==> config.mk <==
export PLATFORM = sky130hd
export DESIGN_NAME = sram_wr_mon
export DESIGN_NICKNAME = d
export VERILOG_FILES = /design/src/rtl/sram_wr_mon_pkg.sv /design/src/rtl/sram_wr_mon_run.sv /design/src/rtl/sram_wr_mon_win.sv /design/src/rtl/sram_wr_mon.sv
export SDC_FILE = /design/constraint.sdc
export NUM_CORES = 1
export LEC_CHECK = 0
export ABC_AREA = 1
export BUFFER_PORTS_ARGS = -buffer_cell sky130_fd_sc_hd__buf_2
export CORE_ASPECT_RATIO = 1.2
export CORE_MARGIN = 3
export CORE_UTILIZATION = 50
export CTS_CLUSTER_SIZE = 8
export DETAILED_ROUTE_END_ITERATION = 10
export HOLD_SLACK_MARGIN = 0.08
export PLACE_DENSITY = 0.71
export SYNTH_ARGS = -nofsm -noshare
export SYNTH_HDL_FRONTEND = slang
export SYNTH_SLANG_ARGS = --single-unit
==> constraint.sdc <==
create_clock -name clk_i -period 3.1 [get_ports clk_i]
set_clock_uncertainty 0.2 [all_clocks]
set_input_delay 0.31 -clock clk_i [delete_from_list [all_inputs] [get_ports clk_i]]
set_output_delay 0.31 -clock clk_i [all_outputs]
set_load 0.01 [all_outputs]
==> src/rtl/sram_wr_mon_pkg.sv <==
`timescale 1ns/1ps
package sram_wr_mon_pkg;
  typedef enum logic [1:0] {
    SRC_CE = 2'd0,
    SRC_WE = 2'd1,
    SRC_BE = 2'd2,
    SRC_CS = 2'd3
  } win_src_e;

  localparam int unsigned NUM_ERR  = 6;
  localparam int unsigned E_WIDTH  = 0;
  localparam int unsigned E_ASETUP = 1;
  localparam int unsigned E_AHOLD  = 2;
  localparam int unsigned E_DSETUP = 3;
  localparam int unsigned E_CYCLE  = 4;
  localparam int unsigned E_CONT   = 5;

  function automatic int unsigned ns2tick(input int unsigned ns, input int unsigned per);
    return (ns + per - 1) / per;
  endfunction
endpackage

==> src/rtl/sram_wr_mon_run.sv <==
`timescale 1ns/1ps
// Saturating count of consecutive samples with an unchanged value.
module sram_wr_mon_run #(
  parameter  int unsigned W    = 8,
  parameter  int unsigned MAXC = 16,
  localparam int unsigned CW   = $clog2(MAXC + 1)
) (
  input  logic          clk_i,
  input  logic          rst_ni,
  input  logic [W-1:0]  val_i,
  output logic          chg_o,
  output logic [CW-1:0] run_o
);
  logic [W-1:0]  prev_q;
  logic          prime_q;
  logic [CW-1:0] run_q, run_d;

  assign chg_o = prime_q && (val_i != prev_q);
  assign run_o = run_q;

  always_comb begin
    if (chg_o)                   run_d = CW'(1);
    else if (run_q == CW'(MAXC)) run_d = run_q;
    else                         run_d = run_q + CW'(1);
  end

  // reset treats the value as long stable
  always_ff @(posedge clk_i or negedge rst_ni) begin
    if (!rst_ni) begin
      prev_q  <= '0;
      prime_q <= 1'b0;
      run_q   <= CW'(MAXC);
    end else begin
      prev_q  <= val_i;
      prime_q <= 1'b1;
      run_q   <= run_d;
    end
  end
endmodule

==> src/rtl/sram_wr_mon_win.sv <==
`timescale 1ns/1ps
module sram_wr_mon_win
  import sram_wr_mon_pkg::*;
#(
  parameter  int unsigned LANES = 2,
  parameter  int unsigned LMAX  = 16,
  localparam int unsigned LW    = $clog2(LMAX + 1)
) (
  input  logic             clk_i,
  input  logic             rst_ni,
  input  logic             cs_i,
  input  logic             ce_ni,
  input  logic             we_ni,
  input  logic [LANES-1:0] be_ni,
  output logic             in_o,
  output logic             open_o,
  output logic             close_o,
  output win_src_e         open_src_o,
  output win_src_e         close_src_o,
  output logic [LW-1:0]    len_o
);
  logic ce_act, we_act, be_act;
  logic cs_q, ce_q, we_q, be_q, win_q;
  win_src_e open_src_d, open_src_q;
  logic [LW-1:0] len_q;

  assign ce_act  = ~ce_ni;
  assign we_act  = ~we_ni;
  assign be_act  = ~&be_ni;
  assign in_o    = cs_i & ce_act & we_act & be_act;
  assign open_o  = in_o & ~win_q;
  assign close_o = ~in_o & win_q;

  always_comb begin
    if (~ce_q)      open_src_d = SRC_CE;
    else if (~be_q) open_src_d = SRC_BE;
    else if (~we_q) open_src_d = SRC_WE;
    else if (~cs_q) open_src_d = SRC_CS;
    else            open_src_d = SRC_CE;
  end

  always_comb begin
    if (ce_ni)       close_src_o = SRC_CE;
    else if (~be_act) close_src_o = SRC_BE;
    else if (we_ni)  close_src_o = SRC_WE;
    else             close_src_o = SRC_CS;
  end

  assign open_src_o = open_src_q;
  assign len_o      = len_q;

  always_ff @(posedge clk_i or negedge rst_ni) begin
    if (!rst_ni) begin
      cs_q       <= 1'b0;
      ce_q       <= 1'b0;
      we_q       <= 1'b0;
      be_q       <= 1'b0;
      win_q      <= 1'b0;
      open_src_q <= SRC_CE;
      len_q      <= '0;
    end else begin
      cs_q  <= cs_i;
      ce_q  <= ce_act;
      we_q  <= we_act;
      be_q  <= be_act;
      win_q <= in_o;
      if (open_o) begin
        open_src_q <= open_src_d;
        len_q      <= LW'(1);
      end else if (in_o && len_q != LW'(LMAX)) begin
        len_q <= len_q + LW'(1);
      end
    end
  end

  a_r1_close_has_len: assert property (@(posedge clk_i) disable iff (!rst_ni)
    close_o |-> len_q != '0);
endmodule

==> src/rtl/sram_wr_mon.sv <==
`timescale 1ns/1ps
module sram_wr_mon
  import sram_wr_mon_pkg::*;
#(
  parameter int unsigned AW         = 20,
  parameter int unsigned DW         = 16,
  parameter int unsigned CNT_W      = 16,
  parameter int unsigned SAMPLE_NS  = 4,
  parameter int unsigned WIN_NS     = 60,
  parameter int unsigned WE_WIN_NS  = 50,
  parameter int unsigned ADDR_SU_NS = 60,
  parameter int unsigned DATA_SU_NS = 30,
  parameter int unsigned CYCLE_NS   = 70,
  parameter int unsigned WE_HIZ_NS  = 20
) (
  input  logic                clk_i,
  input  logic                rst_ni,
  input  logic                clr_i,
  input  logic [AW-1:0]       addr_i,
  input  logic [DW-1:0]       data_i,
  input  logic                cs_i,
  input  logic                ce_ni,
  input  logic                oe_ni,
  input  logic                we_ni,
  input  logic [DW/8-1:0]     be_ni,
  input  logic                host_drv_i,
  output logic [NUM_ERR-1:0]  err_o,
  output logic [1:0]          viol_open_o,
  output logic [1:0]          viol_close_o,
  output logic                wr_done_o,
  output logic [CNT_W-1:0]    wr_cnt_o
);
  localparam int unsigned LANES = DW / 8;
  localparam int unsigned T_WIN = ns2tick(WIN_NS, SAMPLE_NS);
  localparam int unsigned T_WEW = ns2tick(WE_WIN_NS, SAMPLE_NS);
  localparam int unsigned T_ASU = ns2tick(ADDR_SU_NS, SAMPLE_NS);
  localparam int unsigned T_DSU = ns2tick(DATA_SU_NS, SAMPLE_NS);
  localparam int unsigned T_CYC = ns2tick(CYCLE_NS, SAMPLE_NS);
  localparam int unsigned T_WLZ = ns2tick(WE_HIZ_NS, SAMPLE_NS);
  localparam int unsigned A_MAX = (T_ASU > T_CYC) ? T_ASU : T_CYC;
  localparam int unsigned L_MAX = (T_WIN > T_WEW) ? T_WIN : T_WEW;
  localparam int unsigned Z_MAX = T_WLZ + 1;
  localparam int unsigned ACW   = $clog2(A_MAX + 1);
  localparam int unsigned DCW   = $clog2(T_DSU + 1);
  localparam int unsigned LW    = $clog2(L_MAX + 1);
  localparam int unsigned ZW    = $clog2(Z_MAX + 1);

  // window tracking
  logic          in_win, win_open, win_close;
  win_src_e      src_open, src_close;
  logic [LW-1:0] win_len;

  sram_wr_mon_win #(.LANES(LANES), .LMAX(L_MAX)) u_win (
    .clk_i, .rst_ni, .cs_i, .ce_ni, .we_ni, .be_ni,
    .in_o(in_win), .open_o(win_open), .close_o(win_close),
    .open_src_o(src_open), .close_src_o(src_close), .len_o(win_len)
  );

  // address and data stability
  logic           a_chg;
  logic [ACW-1:0] a_run;
  sram_wr_mon_run #(.W(AW), .MAXC(A_MAX)) u_arun (
    .clk_i, .rst_ni, .val_i(addr_i), .chg_o(a_chg), .run_o(a_run)
  );

  logic [LANES-1:0] be_prev_q;
  logic [LANES-1:0] d_chg, lane_bad;
  logic [DCW-1:0]   d_run [LANES];

  for (genvar gi = 0; gi < LANES; gi++) begin : g_lane
    sram_wr_mon_run #(.W(8), .MAXC(T_DSU)) u_drun (
      .clk_i, .rst_ni, .val_i(data_i[gi*8 +: 8]), .chg_o(d_chg[gi]), .run_o(d_run[gi])
    );
    assign lane_bad[gi] = ~be_prev_q[gi] && (d_run[gi] < DCW'(T_DSU));

    a_r6_lane_restart: assert property (@(posedge clk_i) disable iff (!rst_ni)
      d_chg[gi] |=> d_run[gi] == DCW'(1));
  end

  // write-strobe low time for the output turn-off grace
  logic [ZW-1:0] wl_q, wl_now;
  always_comb begin
    if (we_ni)                   wl_now = '0;
    else if (wl_q == ZW'(Z_MAX)) wl_now = wl_q;
    else                         wl_now = wl_q + ZW'(1);
  end

  logic mem_drv, cont_ev;
  assign mem_drv = cs_i & ~ce_ni & ~oe_ni & ~&be_ni;
  assign cont_ev = host_drv_i & mem_drv & (we_ni | (wl_now <= ZW'(T_WLZ)));

  // rule evaluation
  logic          we_only;
  logic [LW-1:0] min_len;
  logic          width_ev, asu_ev, dsu_ev, ahold_ev, cyc_ev, legal;
  logic          hold_seen_q;
  logic [NUM_ERR-1:0] ev, err_q;

  assign we_only  = (src_open == SRC_WE) && (src_close == SRC_WE);
  assign min_len  = we_only ? LW'(T_WEW) : LW'(T_WIN);
  assign width_ev = win_close && (win_len < min_len);
  assign asu_ev   = win_close && (a_run < ACW'(T_ASU));
  assign dsu_ev   = win_close && (|lane_bad);
  assign ahold_ev = in_win && !win_open && a_chg;
  assign cyc_ev   = a_chg && (a_run < ACW'(T_CYC));
  assign legal    = win_close && !width_ev && !asu_ev && !dsu_ev && !hold_seen_q;

  always_comb begin
    ev           = '0;
    ev[E_WIDTH]  = width_ev;
    ev[E_ASETUP] = asu_ev;
    ev[E_AHOLD]  = ahold_ev;
    ev[E_DSETUP] = dsu_ev;
    ev[E_CYCLE]  = cyc_ev;
    ev[E_CONT]   = cont_ev;
  end

  win_src_e         viol_open_q, viol_close_q;
  logic             wr_done_q;
  logic [CNT_W-1:0] wr_cnt_q;

  always_ff @(posedge clk_i or negedge rst_ni) begin
    if (!rst_ni) begin
      be_prev_q    <= '1;
      wl_q         <= '0;
      hold_seen_q  <= 1'b0;
      err_q        <= '0;
      viol_open_q  <= SRC_CE;
      viol_close_q <= SRC_CE;
      wr_done_q    <= 1'b0;
      wr_cnt_q     <= '0;
    end else begin
      be_prev_q <= be_ni;
      wl_q      <= wl_now;
      if (win_open)      hold_seen_q <= 1'b0;
      else if (ahold_ev) hold_seen_q <= 1'b1;
      err_q <= (clr_i ? '0 : err_q) | ev;
      if (width_ev || asu_ev || dsu_ev) begin
        viol_open_q  <= src_open;
        viol_close_q <= src_close;
      end
      wr_done_q <= win_close;
      wr_cnt_q  <= wr_cnt_q + CNT_W'(legal);
    end
  end

  assign err_o        = err_q;
  assign viol_open_o  = viol_open_q;
  assign viol_close_o = viol_close_q;
  assign wr_done_o    = wr_done_q;
  assign wr_cnt_o     = wr_cnt_q;

  a_r9_sticky: assert property (@(posedge clk_i) disable iff (!rst_ni)
    !clr_i |=> (err_q & $past(err_q)) == $past(err_q));

  a_r1_cnt_step: assert property (@(posedge clk_i) disable iff (!rst_ni)
    (wr_cnt_q != $past(wr_cnt_q)) |-> (wr_done_q && wr_cnt_q == $past(wr_cnt_q) + CNT_W'(1)));

  a_r5_hold_in_window: assert property (@(posedge clk_i) disable iff (!rst_ni)
    $rose(err_q[E_AHOLD]) |-> $past(in_win));

  a_r3_short_flagged: assert property (@(posedge clk_i) disable iff (!rst_ni)
    (win_close && win_len < LW'(T_WEW)) |=> err_q[E_WIDTH]);

  a_r7_addr_restart: assert property (@(posedge clk_i) disable iff (!rst_ni)
    a_chg |=> a_run == ACW'(1));
endmodule

==> run_results.csv, run 1 <==
group,metric,value,unit
outcome,status,"finished clean",
place,placedCellCount,665,
logic_synthesis,ys_types,33,
logic_synthesis,ys.warnings.count,0,
final_layout,antenna_cells,0,
cts,clk_pin_slew_worst_paths,0.09,ns
place,post_dp_cell_area,4840,um2
setup_path,r2r-end,"wr_cnt_o[12]$_DFF_PN0_",
global_routing,antenna_found_initial,0,
global_routing,grt_max_degree,61,
power_and_ir_drop,pwr_density_cell,456,nW/um2
place,dpl_worst_slack,0.0275,ns
logic_synthesis,synth_area_leader_cell,"dfrtp_1",
timing,min_period,2.78,ns
setup_path,crit_chain,"inv_1, nor4_2, ha_1, nand2_1, nand2_1, nand3_2, nor3_2, and3_1, ha_2, ha_4, nand2_2, nor2_4, nand3_4, nor3_4, nand2_1, nand2_1, nand2_1",
cts,htreeDepth,3,
setup_path,crit_arrival,2.82,ns
cts,clockBufferDepth,2,
job,max_cap_viol_count,0,
cts,cts_sinks,94,
timing,relSlewSlack,50.4,%
power_and_ir_drop,p_leak,2.94,nW
logic_synthesis,synthCells,474,
die,die-area,9730,um2
cts,cts_root_buffer,"clkbuf_8",
min_path,min_to,"viol_close_o[1]$_DFFE_PN0P_",
timing,rsz0062_at_grt,"no",
timing,max_slew.worst_pin.slew,0.744,ns
global_routing,grt_pass1_wl,14.7,mm
die,die_h,107,um
global_routing,grt_pass1_vias,3472,
cts,cts_tree,"built",
global_routing,track_usage,18.5,%
timing,fmax,360,MHz
die,io_pins,73,
die,core,8240,um2
routing,num_vias,3396,
routing,routed_wl,8.46,mm
logic_synthesis,synth_area,4290,um2
final_layout,final_nets,667,
routing,drc,0,
timing,finalCritPeriodShare,89.5,%
global_routing,grt_use_met1,22.3,%
logic_synthesis,synth_nets,532,
global_routing,met2_usage,33.4,%
setup_path,worstSetupEndpointType,"flip-flop",
setup_path,worst-r2r-cell-count,17,
setup_path,critical_path.max_stage_delay,0.36,ns
logic_synthesis,synth.area.top_cells,"dfrtp_1 51%, nand2_1 11%, inv_1 6.2%",
logic_synthesis,ys_seq_area_share,55.0,%
routing,avgViaCountPerCell,4.66,
final_layout,final_cells,728,
timing,setup_tns,0,ns
logic_synthesis,synthFlopType,"dfrtp_1",
final_layout,layout-drive-gt1-share,21.3,%
timing,final_max_slew_viol_count,0,
logic_synthesis,yosysMostFrequentCell,"nand2_1",
setup_path,worstSetupStartpointType,"flip-flop",
final_layout,syn_to_final_growth,29.7,%
timing,setup_ws,0.324,ns
routing,drt-wirelength-per-cell,11.6,um
die,rows,36,
logic_synthesis,synth_top_area_share,51.3,%
routing,drtPass1Iterations,4,
setup_path,crit_path_max_fanout,3,
die,initial_utilization,52.0,%
min_path,min-delay-path-class,"in -> reg",
logic_synthesis,synthTopCellsByCount,"125 x nand2_1, 88 x dfrtp_1, 71 x inv_1",
place,post-dp-hpwl,6.00,mm
logic_synthesis,ys_seq_elements,94,
logic_synthesis,avgSynthCellArea,9.05,um2
power_and_ir_drop,peakVddDrop,0.266,mV
timing,setup_viol,0,
setup_path,r2r_setup_slack,0.32,ns
setup_path,cp.required,3.14,ns
min_path,hold_path_depth,4,
place,port_buffers,72,
routing,ant_nets,0,
logic_synthesis,synth_edf_count,0,
setup_path,critical_path_class,"reg -> reg",
final_layout,nFillCells,674,
die,die_w,90.6,um
setup_path,path_common_cell,"nand2_1",
final_layout,design_area,5560,um2
min_path,min_from,"ce_ni",
timing,hold_viol,0,
cts,numCtsBuffers,9,
logic_synthesis,async_flop_share,100,%
setup_path,rr_startpoint,"u_win.open_src_o[0]$_DFFE_PN0P_",
cts,clk_latency,0.35,ns
global_routing,grt.busiest_layer,"met2",
setup_path,cpMaxStageDelayCell,"dfrtp_1",
power_and_ir_drop,finalPower,2.53,mW
place,finalWeightedCongestion,0.847,
global_routing,grt_remaining_overflow,0,
routing,drt-initial-drc-count,143,
global_routing,use_met3,3.01,%
-- cells in the final DEF, fill, tap and decap left out, types with 3 or more instances in the layout --
cell type / netlist / final
buf_4: 0 / 7
nor2_4: 3 / 4
nor2_1: 52 / 51
or2_2: 4 / 4
nand2_4: 4 / 4
inv_1: 71 / 71
xor2_1: 14 / 14
ha_1: 12 / 10
inv_2: 3 / 3
dfstp_2: 6 / 6
clkbuf_8: 0 / 10
xnor2_1: 20 / 20
nor3_1: 4 / 3
nand2_1: 125 / 124
nand3_1: 27 / 26
dfrtp_1: 88 / 88
a21oi_1: 11 / 10
dlygate4sd3_1: 0 / 45
buf_2: 0 / 71
nand4_1: 5 / 5
o21ai_0: 6 / 6
-- worst max path at each step --
stage / depth (start not counted) / slack, ns / to / startpoint
5_1_grt: 17 / 0.09 / wr_cnt_o[12]$_DFF_PN0_ / u_win.open_src_o[0]$_DFFE_PN0P_
3_5_place_dp: 19 / 0.03 / wr_cnt_o[12]$_DFF_PN0_ / be_ni[0]
2_1_floorplan: 18 / 0.40 / wr_cnt_o[12]$_DFF_PN0_ / be_ni[0]
4_1_cts: 19 / 0.01 / wr_cnt_o[12]$_DFF_PN0_ / ce_ni
6_report: 17 / 0.32 / wr_cnt_o[12]$_DFF_PN0_ / u_win.open_src_o[0]$_DFFE_PN0P_
3_3_place_gp: 19 / 0.13 / wr_cnt_o[12]$_DFF_PN0_ / be_ni[0]
-- metrics by stage --
stage | utilization, % | hold WS, ns
5_1_grt | 67.5 | 0.0952
6_report | 67.5 | 0.0875
2_1_floorplan | - | -0.186
3_5_place_dp | 58.8 | 0.234
4_1_cts | 66.7 | 0.0903
3_3_place_gp | 58.8 | 0.230
-- critical path, delay by kind of cell, from the launching register on --
family	cells	cell delay, ns
fa+ha+maj	3	0.53
buf+inv	1	0.06
flops	1	0.36
simple gates	13	1.53
-- flip-flops by register name, indices dropped and copies added, names as in the netlist --
name                   count
u_win.win_q                1
g_lane.u_drun.prev_q      16
u_win.we_q                 1
err_o                      6
wr_done_o                  1
viol_open_o                2
hold_seen_q                1
u_win.ce_q                 1
u_arun.run_o               5
be_prev_q                  2
u_win.cs_q                 1
viol_close_o               2
u_win.open_src_o           2
u_win.len_o                4
wl_q                       3
u_win.be_q                 1
g_lane.u_drun.run_o        8
wr_cnt_o                  16
u_arun.prev_q             20
g_lane.u_drun.prime_q      1
-- what timing repair did --
item | 4_1_cts | 5_1_grt
buffers inserted | 0 | 2
resized for setup | 0 | 12
endpoints found under the setup margin | 0 | 5
hold endpoints to repair | 103 | 0
hold buffers | 46 | 0
-- logic make-up after synthesis --
group           Yosys count  synth area share (%)
flops                    94                  55.0
xor+xnor                 34                  6.94
fa+ha+maj                12                  3.50
buf+inv                  74                  6.48
other cells               1                0.0874
simple gates            234                  24.2
compound gates           24                  3.50
mux                       1                 0.233
-- power by group --
| group | total, mW | switching [mW] | internal, mW |
|---|---|---|---|
| clock | 0.790 | 0.397 | 0.393 |
| combinational | 0.365 | 0.192 | 0.173 |
| sequential | 1.38 | 0.0668 | 1.31 |
| total | 2.53 | 0.656 | 1.88 |
-- final cells by class --
type	count	area [um2]	share of cell area, %
flip-flops and latches	94	2360	42.4
clock inverters	4	47.5	0.855
inverters	74	278	4.99
repair buffers	124	878	15.8
well taps	114	143	2.56
multi-input cells	306	1710	30.8
clock buffers	12	145	2.61
-- routing by layer --
metal / vias to the layer above / wire length [um]
li1: 1720 / -
met4: 0 / 82
met5: - / 0
met2: 68 / 4400
met3: 8 / 344
met1: 1600 / 3630
(Power assumes the default switching activity.)
==> inputs of run 2 (changes only) <==
CORE_UTILIZATION = 56   (was 50)
PLACE_DENSITY = 0.79   (was 0.71)
==> run 2 against run 1 <==
  * Worst hold slack got worse by 0.0072 ns
  * Worst setup slack worse by 0.023 ns
  * Sequential cell count stayed put
  * Final cell count shrank 3.2%
  * Critical path depth is 2 lower
==> run_results.csv, run 2 (synthesis gave the netlist of run 1 again) <==
group,metric,value,unit
outcome,status,"finished clean",
place,post_dp_cell_area,4800,um2
setup_path,crit_path_max_fanout,4,
routing,routed_wl,8.84,mm
die,die_w,85.9,um
final_layout,syn_to_final_growth,28.1,%
timing,hold_viol,0,
routing,drc,0,
power_and_ir_drop,switching_share,26.3,%
routing,avgViaCountPerCell,4.85,
final_layout,layout-drive-gt1-share,20.7,%
cts,htreeDepth,3,
setup_path,critical_path_class,"reg -> reg",
routing,drt-initial-drc-count,128,
place,port_buffers,72,
power_and_ir_drop,p_comb_share,14.9,%
die,die-area,8750,um2
timing,min_period,2.80,ns
timing,setup_ws,0.301,ns
cts,cts_root_buffer,"clkbuf_8",
final_layout,layout_common_cells,"125 x nand2_1, 88 x dfrtp_1, 71 x inv_1, 71 x buf_2, 51 x nor2_1",
routing,num_vias,3419,
setup_path,worstSetupEndpointType,"flip-flop",
final_layout,layout_commonest_cell,"nand2_1",
power_and_ir_drop,finalPower,2.47,mW
job,max_cap_viol_count,0,
timing,rsz0062_at_grt,"no",
final_layout,multi_input_area,1690,um2
place,finalWeightedCongestion,0.771,
timing,final_max_slew_viol_count,0,
routing,ant_nets,0,
power_and_ir_drop,p_int,1.82,mW
routing,drtPass1Iterations,4,
final_layout,design_area,5500,um2
cts,clk_pin_slew_worst_paths,0.09,ns
power_and_ir_drop,clkPwrFrac,29.2,%
global_routing,track_usage,21.4,%
timing,setup_viol,0,
global_routing,antenna_found_initial,0,
power_and_ir_drop,pwr_density_cell,450,nW/um2
global_routing,grt_pass1_vias,3431,
cts,clockBufferDepth,2,
final_layout,final_nets,668,
cts,cts_tree,"built",
power_and_ir_drop,p_leak,2.94,nW
cts,clk_latency,0.35,ns
cts,cts_sinks,94,
setup_path,worst-r2r-cell-count,15,
final_layout,largest-register,"u_arun.prev_q",
die,io_pins,73,
final_layout,nFillCells,509,
cts,numCtsBuffers,9,
timing,fmax,357,MHz
die,die_h,102,um
power_and_ir_drop,power_frac_seq,55.9,%
timing,setup_tns,0,ns
final_layout,antenna_cells,0,
setup_path,crit_arrival,2.83,ns
routing,drt-wirelength-per-cell,12.5,um
setup_path,worstSetupStartpointType,"flip-flop",
die,core,7360,um2
min_path,hold_path_depth,4,
place,post-dp-hpwl,6.21,mm
final_layout,largest_reg_flops,20,
global_routing,grt_remaining_overflow,0,
final_layout,seq_area,2360,um2
setup_path,cp.required,3.13,ns
min_path,min-delay-path-class,"in -> reg",
timing,hold_slack,0.0803,ns
global_routing,grt_max_degree,68,
timing,finalCritPeriodShare,90.3,%
global_routing,grt_pass1_wl,14.8,mm
power_and_ir_drop,peakVddDrop,0.322,mV
power_and_ir_drop,switching_power,0.650,mW
die,initial_utilization,58.3,%
die,rows,34,
place,dpl_worst_slack,0.0512,ns
[run 2: cell types whose count changed in the layout (fill, tap and decap cells not counted), sizes merged]
cell / change
buf: +1
bufinv: -1
clkbuf: +3
clkinv: -1
clkinvlp: -1
[run 2: routing by layer]
layer	up-vias	global-route usage, %	share of wire [%]
met5	-	0	0
met4	0	7.67	2.0
met3	15	4.68	4.1
met2	66	37.6	52
met1	1606	26.1	42
li1	1732	-	-
[run 2: final timing paths]
path                                                  from                                    end  slack (ns)
min reg2reg                         wr_cnt_o[15]$_DFF_PN0_                 wr_cnt_o[15]$_DFF_PN0_        0.28
max                        u_win.open_src_o[0]$_DFFE_PN0P_                 wr_cnt_o[11]$_DFF_PN0_        0.30
min in group asynchronous                           rst_ni   g_lane[1].u_drun.prev_q[3]$_DFF_PN0_        0.22
max reg2reg                u_win.open_src_o[0]$_DFFE_PN0P_                 wr_cnt_o[11]$_DFF_PN0_        0.30
max in group asynchronous                           rst_ni  g_lane[1].u_drun.run_o[3]$_DFFE_PN1P_        1.78
min                                                  ce_ni            viol_close_o[1]$_DFFE_PN0P_        0.08
[run 2: timing repair]
item,in CTS,in global routing
buffers inserted,0,5
endpoints found under the hold margin,79,0
resized for setup,0,8
hold buffers,46,0
setup endpoints to repair,0,5
[run 2: worst max-delay path, stage by stage, from the launching register on]
cell,delay (ns)
dfrtp_1,0.36
inv_1,0.07
nor4_2,0.29
ha_1,0.18
inv_1,0.03
nand2_1,0.05
nand3_1,0.08
nor3_1,0.17
and3_1,0.17
ha_2,0.17
nand3_1,0.18
nor2_2,0.23
nand3_1,0.12
nor2_1,0.15
nand2_1,0.08
xnor2_1,0.13
[run 2: final cells by class]
type | count | share of cell area [%]
Tap cell | 90 | 2.05
Inverter | 74 | 5.05
Clock inverter | 1 | 0.0911
Multi-Input combinational cell | 306 | 30.7
Timing Repair Buffer | 125 | 16.1
Clock buffer | 15 | 3.03
Sequential cell | 94 | 42.9
[run 2: power groups by stage]
stage	clock network [mW]	logic, mW	registers (mW)
finish	0.722	0.369	1.38
global route	0.795	0.427	1.39
CTS	0.744	0.371	1.38
detailed placement	0	0.325	1.40
global placement	0	0.307	1.40
floorplan	0	0.191	1.40
[run 2: per-stage QoR]
step,instances,util [%]
after floorplan,474,-
after global placement,639,65.2
after detailed placement,639,65.2
after CTS,701,73.8
after global routing,705,74.7
final,705,74.7
==> inputs of run 3 (changes only) <==
ABC_AREA = not set   (was 1)
CORE_UTILIZATION = 55   (was 56)
PLACE_DENSITY = 0.78   (was 0.79)
==> run 3 against run 2 <==
  * Maximum frequency grew 0.25%
  * Die area shrank 8.7%
  * Total power shrank 3.0%
  * Combinational power shrank 15%
  * Global-route usage shrank 0.33 points
  * Synthesized cell count shrank 35%
  * First-iteration DRC count shrank 22%
==> run_results.csv, run 3 <==
group,metric,value,unit
outcome,status,"finished clean",
cts,cts_root_buffer,"clkbuf_8",
setup_path,crit_path_max_fanout,4,
setup_path,path_common_cell,"nand3_1",
logic_synthesis,ys_seq_elements,94,
global_routing,grt.busiest_layer,"met2",
global_routing,grt_use_met1,24.7,%
min_path,hold_path_depth,3,
cts,cts_tree,"built",
setup_path,r2r-end,"wr_cnt_o[12]$_DFF_PN0_",
final_layout,layout-drive-gt1-share,23.4,%
final_layout,syn_to_final_growth,29.5,%
final_layout,largest_reg_flops,20,
power_and_ir_drop,peakVddDrop,0.363,mV
setup_path,crit_arrival,2.85,ns
power_and_ir_drop,p_leak,2.43,nW
min_path,min_from,"clr_i",
job,max_cap_viol_count,0,
setup_path,worst-r2r-cell-count,13,
global_routing,grt_pass1_vias,2908,
global_routing,grt_max_degree,62,
final_layout,layout_commonest_cell,"dfrtp_1",
logic_synthesis,synthCells,308,
final_layout,nFillCells,475,
timing,finalCritPeriodShare,90.1,%
logic_synthesis,synth_top_area_share,57.6,%
power_and_ir_drop,p_comb_share,13.1,%
min_path,min_to,"err_o[1]$_DFF_PN0_",
timing,setup_tns,0,ns
final_layout,final_nets,497,
routing,drt-wirelength-per-cell,14.6,um
logic_synthesis,avgSynthCellArea,12.4,um2
final_layout,antenna_cells,0,
final_layout,design_area,4950,um2
timing,final_max_slew_viol_count,0,
logic_synthesis,synth_edf_count,0,
global_routing,use_met3,5.47,%
place,post-dp-hpwl,5.08,mm
die,die_h,97.3,um
setup_path,worstSetupStartpointType,"flip-flop",
cts,cts_sinks,94,
timing,fmax,358,MHz
power_and_ir_drop,pwr_density_cell,485,nW/um2
power_and_ir_drop,p_int,1.80,mW
timing,max_slew.worst_pin.slew,0.763,ns
logic_synthesis,synth.area.top_cells,"dfrtp_1 58%, xor2_1 11%, dfstp_2 4.1%",
die,core,6570,um2
timing,relSlewSlack,49.1,%
die,io_pins,73,
routing,num_vias,2677,
place,post_dp_cell_area,4310,um2
logic_synthesis,synthFlopType,"dfrtp_1",
setup_path,critical_path.max_stage_delay,0.34,ns
cts,postCtsSetupBuffers,0,
die,rows,32,
logic_synthesis,synthTopCellsByCount,"88 x dfrtp_1, 46 x xor2_1, 20 x nand2_1",
setup_path,r2r_setup_slack,0.31,ns
timing,min_period,2.79,ns
logic_synthesis,ys.warnings.count,0,
global_routing,antenna_found_initial,0,
logic_synthesis,synth_area,3820,um2
logic_synthesis,ys_seq_area_share,61.8,%
global_routing,grt_remaining_overflow,0,
routing,ant_nets,0,
routing,routed_wl,7.66,mm
cts,clockBufferDepth,2,
die,initial_utilization,58.2,%
routing,drc,0,
timing,hold_slack,0.125,ns
place,port_buffers,72,
power_and_ir_drop,switching_share,24.9,%
global_routing,met2_usage,37.0,%
power_and_ir_drop,clkPwrFrac,29.1,%
cts,clk_pin_slew_worst_paths,0.09,ns
setup_path,crit_chain,"inv_1, nor4_1, ha_1, a21oi_1, nor2_1, nand3_1, nor3_1, ha_2, ha_1, nand3_1, nor2_2, nand3_1, xnor2_1",
timing,rsz0062_at_grt,"no",
place,finalWeightedCongestion,0.814,
die,die_w,82.1,um
routing,drtPass1Iterations,4,
logic_synthesis,yosysMostFrequentCell,"dfrtp_1",
timing,setup_viol,0,
timing,hold_viol,0,
global_routing,grt_pass1_wl,12.9,mm
routing,drt-initial-drc-count,100,
setup_path,cp.required,3.16,ns
logic_synthesis,synth_area_leader_cell,"dfrtp_1",
routing,avgViaCountPerCell,5.09,
final_layout,largest-register,"u_arun.prev_q",
logic_synthesis,async_flop_share,100,%
setup_path,critical_path_class,"reg -> reg",
min_path,min-delay-path-class,"in -> reg",
final_layout,layout_common_cells,"88 x dfrtp_1, 71 x buf_2, 47 x dlygate4sd3_1",
cts,htreeDepth,3,
power_and_ir_drop,power_frac_seq,57.8,%
logic_synthesis,ys_types,34,
die,die-area,7990,um2
setup_path,cpMaxStageDelayCell,"dfrtp_1",
cts,numCtsBuffers,9,
setup_path,rr_startpoint,"u_win.open_src_o[0]$_DFFE_PN0P_",
setup_path,worstSetupEndpointType,"flip-flop",
logic_synthesis,synth_nets,366,
cts,clk_latency,0.35,ns
power_and_ir_drop,switching_power,0.597,mW
global_routing,track_usage,21.1,%
[run 3: power groups by stage]
| stage | combinational (mW) | clock, mW | sequential [mW] |
|---|---|---|---|
| after floorplan | 0.143 | 0 | 1.40 |
| after global placement | 0.254 | 0 | 1.40 |
| after detailed placement | 0.268 | 0 | 1.41 |
| after CTS | 0.316 | 0.721 | 1.38 |
| after global routing | 0.359 | 0.769 | 1.40 |
| final | 0.315 | 0.698 | 1.39 |
[run 3: area by class of cell]
class,count,area [um2],share of cell area (%)
Timing Repair Buffer,120,853,17.2
Inverter,14,52.6,1.06
Sequential cell,94,2360,47.7
Multi-Input combinational cell,200,1410,28.6
Clock inverter,2,10.0,0.202
Clock buffer,11,151,3.06
Tap cell,85,106,2.15
[run 3: metrics by stage]
stage | setup slack [ns] | util [%] | instances | power, mW
after global placement | 0.239 | 65.6 | 466 | 1.66
after detailed placement | 0.0552 | 65.6 | 466 | 1.68
final | 0.308 | 75.3 | 526 | 2.40
after global routing | 0.0166 | 75.3 | 526 | 2.53
after CTS | 0.193 | 75.3 | 526 | 2.42
after floorplan | 0.604 | - | 308 | 1.55
[run 3: how the worst max path moves through the flow]
stage / startpoint / endpoint / slack, ns / cells after the start
floorplan: be_ni[0] / wr_cnt_o[12]$_DFF_PN0_ / 0.60 / 13
CTS: u_win.open_src_o[0]$_DFFE_PN0P_ / wr_cnt_o[12]$_DFF_PN0_ / 0.19 / 13
detailed placement: we_ni / wr_cnt_o[12]$_DFF_PN0_ / 0.06 / 14
global placement: we_ni / wr_cnt_o[14]$_DFF_PN0_ / 0.24 / 14
global route: u_win.open_src_o[0]$_DFFE_PN0P_ / wr_cnt_o[12]$_DFF_PN0_ / 0.02 / 13
finish: u_win.open_src_o[0]$_DFFE_PN0P_ / wr_cnt_o[12]$_DFF_PN0_ / 0.31 / 13
[run 3: per-layer routing]
metal  vias up  share of wire [%]  wire length (um)
met2        55                 53              4080
met3         4                4.5               348
met1      1319                 41              3160
met5         -                  0                 0
li1       1299                  -                 -
met4         0               0.87                67
[run 3: kinds of logic after synthesis]
| logic type | after synthesis | synth area share, % |
|---|---|---|
| DFF | 94 | 61.8 |
| and+or+nand+nor | 92 | 12.1 |
| xor gates and xnor gates | 61 | 14.0 |
| AOI/OAI and AO/OA | 28 | 5.08 |
| buffers and inverters | 14 | 1.38 |
| adders and majority gates | 12 | 3.93 |
| muxes | 6 | 1.70 |
| other | 1 | 0.0981 |
[run 3: timing repair]
action | in CTS | in global routing
hold buffers | 47 | 0
endpoints found under the hold margin | 105 | 0
resized for setup | 0 | 2
endpoints found under the setup margin | 0 | 2
[run 3: critical path: cells and delay by family, from the launching register on]
kind	cells	cell delay (ns)
adder cells (fa/ha/maj)	3	0.68
buffers and inverters	1	0.06
AND/OR/NAND/NOR	7	1.20
AO/OA/AOI/OAI	1	0.04
flip-flops	1	0.34
XOR/XNOR	1	0.19
